$ cat config.mk
export PLATFORM = sky130hd
export DESIGN_NAME = fp_csr
export DESIGN_NICKNAME = d
export VERILOG_FILES = /design/src/rtl/fp_csr_pkg.sv /design/src/rtl/fp_csr_cause.sv /design/src/rtl/fp_csr_cond.sv /design/src/rtl/fp_csr_trap.sv /design/src/rtl/fp_csr.sv
export SDC_FILE = /design/constraint.sdc
export NUM_CORES = 1
export LEC_CHECK = 0
export ABC_AREA = 1
export BUFFER_PORTS_ARGS = -buffer_cell sky130_fd_sc_hd__buf_2
export CAP_MARGIN = 20
export CORE_ASPECT_RATIO = 0.8
export CORE_MARGIN = 2
export CORE_UTILIZATION = 40
export DETAILED_ROUTE_END_ITERATION = 8
export HOLD_SLACK_MARGIN = 0.03
export PLACE_DENSITY = 0.84
export REMOVE_ABC_BUFFERS = 1
export SYNTH_ARGS = -nofsm -noshare
export SYNTH_HDL_FRONTEND = slang
export SYNTH_HIERARCHICAL = 1
export SYNTH_SLANG_ARGS = --single-unit
$ cat constraint.sdc
create_clock -name clk_i -period 0.9 [get_ports clk_i]
set_clock_uncertainty 0.15 [all_clocks]
set_input_delay 0.18 -clock clk_i [delete_from_list [all_inputs] [get_ports clk_i]]
set_output_delay 0.18 -clock clk_i [all_outputs]
set_load 0.1 [all_outputs]
$ cat src/rtl/fp_csr_pkg.sv
package fp_csr_pkg;
  localparam int unsigned XLEN      = 32;
  localparam int unsigned NCOND     = 8;
  localparam int unsigned CIDX_W    = $clog2(NCOND);
  localparam int unsigned NIEEE     = 5;
  localparam int unsigned NCAUSE    = NIEEE + 1;
  localparam int unsigned RM_W      = 2;
  localparam int unsigned FLAG_LSB  = 2;
  localparam int unsigned EN_LSB    = FLAG_LSB + NIEEE;
  localparam int unsigned CAUSE_LSB = EN_LSB + NIEEE;
  localparam int unsigned RSV_LSB   = CAUSE_LSB + NCAUSE;
  localparam int unsigned RSV_W     = 5;
  localparam int unsigned C0_BIT    = RSV_LSB + RSV_W;
  localparam int unsigned FS_BIT    = C0_BIT + 1;
  localparam int unsigned CHI_LSB   = FS_BIT + 1;
  localparam logic [XLEN-1:0] RSV_MASK =
    {{(XLEN-RSV_W){1'b0}}, {RSV_W{1'b1}}} << RSV_LSB;

  typedef enum logic [1:0] {
    CLS_OTHER = 2'd0,
    CLS_ARITH = 2'd1,
    CLS_DIV   = 2'd2,
    CLS_CMP   = 2'd3
  } op_class_e;

  // cause bit order, MSB first: E V Z O U I
  localparam int unsigned CB_E = 5;
  localparam int unsigned CB_Z = 3;

  function automatic int unsigned cond_pos(int unsigned idx);
    return (idx == 0) ? C0_BIT : CHI_LSB + idx - 1;
  endfunction
endpackage

$ cat src/rtl/fp_csr_cause.sv
module fp_csr_cause
  import fp_csr_pkg::*;
(
  input  logic              valid_i,
  input  op_class_e         class_i,
  input  logic [NCAUSE-1:0] raw_i,
  input  logic              denorm_i,
  input  logic              fs_i,
  output logic              upd_o,
  output logic [NCAUSE-1:0] cause_o
);
  logic is_div;
  assign is_div = (class_i == CLS_DIV);
  assign upd_o  = valid_i & ((class_i == CLS_ARITH) | is_div);

  always_comb begin
    cause_o       = raw_i;
    cause_o[CB_E] = raw_i[CB_E] | (denorm_i & ~fs_i);
    cause_o[CB_Z] = raw_i[CB_Z] & is_div;
  end
endmodule

$ cat src/rtl/fp_csr_cond.sv
module fp_csr_cond
  import fp_csr_pkg::*;
(
  input  logic [NCOND-1:0]  cond_q_i,
  input  logic              set_i,
  input  logic [CIDX_W-1:0] idx_i,
  input  logic              res_i,
  output logic [NCOND-1:0]  cond_d_o
);
  for (genvar i = 0; i < NCOND; i++) begin : g_cond
    assign cond_d_o[i] = (set_i && idx_i == CIDX_W'(i)) ? res_i : cond_q_i[i];
  end
endmodule

$ cat src/rtl/fp_csr_trap.sv
module fp_csr_trap
  import fp_csr_pkg::*;
(
  input  logic [NCAUSE-1:0] cause_i,
  input  logic [NIEEE-1:0]  en_i,
  output logic              req_o
);
  assign req_o = cause_i[CB_E] | (|(cause_i[NIEEE-1:0] & en_i));
endmodule

$ cat src/rtl/fp_csr.sv
module fp_csr
  import fp_csr_pkg::*;
(
  input  logic              clk_i,
  input  logic              rst_ni,
  input  logic              wr_en_i,
  input  logic [XLEN-1:0]   wr_data_i,
  output logic [XLEN-1:0]   rd_data_o,
  input  logic              done_valid_i,
  input  logic [1:0]        done_class_i,
  input  logic [NCAUSE-1:0] done_exc_i,
  input  logic              done_denorm_i,
  input  logic              done_cmp_i,
  input  logic [CIDX_W-1:0] done_cidx_i,
  output logic [RM_W-1:0]   rmode_o,
  output logic              flush_o,
  output logic              exc_req_o
);
  logic [XLEN-1:0]   csr_q, csr_d;
  logic [NCAUSE-1:0] new_cause;
  logic              cause_upd;
  logic [NCOND-1:0]  cond_q, cond_d;
  logic              cmp_set;
  op_class_e         cls;

  assign cls     = op_class_e'(done_class_i);
  assign cmp_set = done_valid_i & (cls == CLS_CMP);

  for (genvar i = 0; i < NCOND; i++) begin : g_cond_map
    assign cond_q[i] = csr_q[cond_pos(i)];
  end

  fp_csr_cause u_cause (
    .valid_i  (done_valid_i),
    .class_i  (cls),
    .raw_i    (done_exc_i),
    .denorm_i (done_denorm_i),
    .fs_i     (csr_q[FS_BIT]),
    .upd_o    (cause_upd),
    .cause_o  (new_cause)
  );

  fp_csr_cond u_cond (
    .cond_q_i (cond_q),
    .set_i    (cmp_set),
    .idx_i    (done_cidx_i),
    .res_i    (done_cmp_i),
    .cond_d_o (cond_d)
  );

  always_comb begin
    csr_d = csr_q;
    if (wr_en_i) begin
      csr_d = wr_data_i & ~RSV_MASK;
    end else begin
      if (cause_upd) begin
        csr_d[CAUSE_LSB +: NCAUSE] = new_cause;
        csr_d[FLAG_LSB +: NIEEE]   = csr_q[FLAG_LSB +: NIEEE] | new_cause[NIEEE-1:0];
      end
      for (int i = 0; i < NCOND; i++) csr_d[cond_pos(i)] = cond_d[i];
    end
  end

  always_ff @(posedge clk_i or negedge rst_ni) begin
    if (!rst_ni) csr_q <= '0;
    else         csr_q <= csr_d;
  end

  fp_csr_trap u_trap (
    .cause_i (csr_q[CAUSE_LSB +: NCAUSE]),
    .en_i    (csr_q[EN_LSB +: NIEEE]),
    .req_o   (exc_req_o)
  );

  assign rd_data_o = csr_q;
  assign rmode_o   = csr_q[RM_W-1:0];
  assign flush_o   = csr_q[FS_BIT];
endmodule

==> key figures <==
Outcome
  – Status: finished, violations left
  – Violated checks: hold timing, setup timing

STA
  – F_max: 662 MHz
  – Period Utilization, post-route: 1.68
  – Setup WS post-layout: -611 ps
  – Tmin final: 1510 ps
  – Fin. max-slew vios: 0
  – Final hold viol count: 13
  – Setup violators final: 48
  – Final hold slack: -47.3 ps
  – Setup TNS: -12600 ps
  – RSZ-0062 raised after global routing: true

Floorplanning
  – Die area: 4450 µm²
  – Top Ports: 85
  – Initial core utilization: 0.416
  – Die height: 60.1 µm
  – Core area: 3780 µm²
  – Die Width: 74.1 µm
  – Num rows: 20

Setup path
  – Crit path cell chain: nand2_1 -> nand2_2 -> nor2_1 -> nand2_1 -> buf_12
  – Crit-path max FO: 2
  – Worst endpoint required time: 570 ps
  – Reg2reg end: rd_data_o[17]$_DFFE_PN0P_
  – R2r startpoint: rd_data_o[24]$_DFFE_PN0P_
  – Worst r2r path cells: 6
  – Worst EP arrival: 1180 ps
  – Worst path max stage delay: about 400 ps
  – Reg2Reg Setup Slack: -210 ps
  – CP endpoint kind: output pin
  – Setup CP Type: reg -> out
  – Crit-path slowest cell: dfrtp_1
  – Startpoint type of the worst setup path: flop
  – CP most frequent cell: nand2_1

Min path
  – Hold EP: rd_data_o[10]$_DFFE_PN0P_
  – Worst Hold Class: in -> reg
  – Hold path startpoint: wr_data_i[10]
  – WHS Path Cells: 3

Synth
  – Synth cell types: 17
  – Syn Area/Cell: 6.83 µm²
  – Mux cell area share after synthesis: 0
  – #FFs+latches synth: 27
  – XOR/XNOR share of the synthesized area: 0
  – Synth async-reset ratio: 1.00
  – Cells after synthesis: 230
  – Synth area leader: dfrtp_1
  – Post-synth top cells: 126 x nand2_1, 31 x inv_1, 27 x dfrtp_1
  – Post-synth top area share: 0.430
  – Post-synth EDFFs: 0
  – Most common cell in the netlist: nand2_1
  – Main combinational cell family by area after synthesis: simple AND/OR/NAND/NOR gates
  – Seq/Total Area, Yosys: 0.430
  – Synth Area in Compound Gates: 0.00318
  – Top area cells in the synthesized netlist: dfrtp_1 43%, nand2_1 30%, inv_1 7.4%, buf_4 6.2%, nand3_1 4.8%
  – Synth Cell Area: around 1600 µm²
  – Synth Area in Adders: 0.00796
  – Most used DFF post-synth: dfrtp_1
  – Warnings from Yosys: 6
  – Simple-gate share of the synthesized area: 0.384

CTS
  – Hold_buf cts: 4
  – CTS tree: yes
  – Htree depth: 1
  – TritonCTS Sinks: 27
  – Clock Tree Root: clkbuf_8
  – Total CTS buffers: 3
  – CTS Buffer Depth: 2
  – Clk Latency, worst-skew pair: 270 ps
  – Clock Pin Slew Worst Setup and Hold Paths: 90 ps

GRT
  – First-pass GRT wire length: around 7.2 mm
  – Grt total ovfl: 0
  – Initial antenna violation count: 0
  – Vias in the first global route: ~1.7k
  – All-Layer GR Usage: 0.215
  – Largest net degree at the start of global routing: 28

Power
  – Gate power share: 0.540
  – Clock share of power: 0.149
  – PD cells: 1610 nW/µm²
  – Worst-case vdd ir drop: between 1000 and 1500 µV
  – Total Power: 0.00467 W
  – Switch Pwr: 0.00208 W
  – Leakage: 1.61 nW
  – Sequential power share: 0.311
  – P_int: 0.00259 W
  – Switching share of power: 0.446

Flow run
  – # Max-Cap Violations: 0

Finish
  – Antenna diode count: 0
  – Net count, final: around 380
  – Share of cells above drive strength 1: 0.452
  – Post-route cell area: 2890 µm²
  – Layout overhead on the synthesized area: 84.2%
  – Finished Core Util: 0.766
  – Max reg flops: 27
  – Layout Cells excl Fill: 380

Drt
  – ANT nets after route: 0
  – Drt pass-1 iters: 5
  – Initial DRC Count: 123
  – Drt total wl: 4.53 mm
  – WL per Instance: roughly 12 µm
  – Vias/cell: 4.43
  – Total number of vias: 1682
  – DRC violations left: 0

Placed design
  – RD Place Congestion: 0.813
  – Detail Placement HPWL: 3.19 mm
  – IO Port Bufs: 74
  – Placed cell area: ~2500 µm²
  – Placed insts: 363
[power groups by stage]
stage          sequential [W]  combinational [W]  clock [W]
2_1_floorplan         0.00237           0.000396          0
3_3_place_gp          0.00146            0.00226          0
3_5_place_dp          0.00147            0.00229          0
4_1_cts               0.00145            0.00242   0.000703
5_1_grt               0.00147            0.00264   0.000768
6_report              0.00145            0.00252   0.000695
[placed cells by master, fill, tap and decap left out, types with 7 or more instances in the layout]
master / n
nand2_1: 105
buf_2: 39
buf_12: 34
inv_1: 26
dfrtp_1: 24
buf_6: 19
nand2_2: 17
nand3_1: 10
buf_4: 7
[cell families (layout without fill, tap and decap cells)]
family	count (synthesis)	count (layout)
compound gates	1	1
flops	27	27
other cells	1	5
simple gates	149	149
buf+inv	51	142
fa+ha+maj	1	1
[per-layer routing]
layer  up-vias  GRT usage  share of wire
li1        850          -              -
met4         0     0.0545          0.012
met1       765      0.265           0.41
met3         9     0.0590          0.059
met2        58      0.375           0.52
met5         -          0              0
[area by class of cell]
| type | instances | area, µm² |
|---|---|---|
| inverters | 33 | 129 |
| multi-input cells | 156 | 759 |
| well taps | 55 | 68.8 |
| fillers | 261 | 885 |
| clock buffers | 4 | 45.0 |
| repair buffers | 105 | 1210 |
| flip-flops and latches | 27 | 679 |
[worst max-delay path by stage]
stage	start	end	slack, ps	cells after the start
finish	rd_data_o[7]$_DFFE_PN0P_	exc_req_o	-610	5
global route	rd_data_o[7]$_DFFE_PN0P_	exc_req_o	-670	5
CTS	rd_data_o[10]$_DFFE_PN0P_	exc_req_o	-600	5
detailed placement	done_class_i[0]	rd_data_o[16]$_DFFE_PN0P_	-430	9
global placement	done_class_i[0]	rd_data_o[16]$_DFFE_PN0P_	-420	9
floorplan	rd_data_o[24]$_DFFE_PN0P_	rd_data_o[17]$_DFFE_PN0P_	-1250	5
[metrics by stage]
| stage | setup WS (ps) | hold slack [ps] |
|---|---|---|
| after floorplan | -1250 | -266 |
| after global placement | -422 | -14.6 |
| after detailed placement | -426 | -13.0 |
| after CTS | -605 | -52.8 |
| after global routing | -669 | -50.8 |
| final | -611 | -47.3 |
[worst max-delay path: cells and delay by family (launching register included)]
kind                   cells  cell delay, ps
DFF                        1             400
and+or+nand+nor            4             330
buffers and inverters      1             180
[timing repair]
item / in CTS / in global routing
buffers inserted: 10 / 8
hold endpoints to repair: 49 / 16
gates resized for setup: 33 / 37
endpoints found under the setup margin: 50 / 55
pin swaps: 31 / 30
No activity file was read; power rests on OpenSTA's default activity.
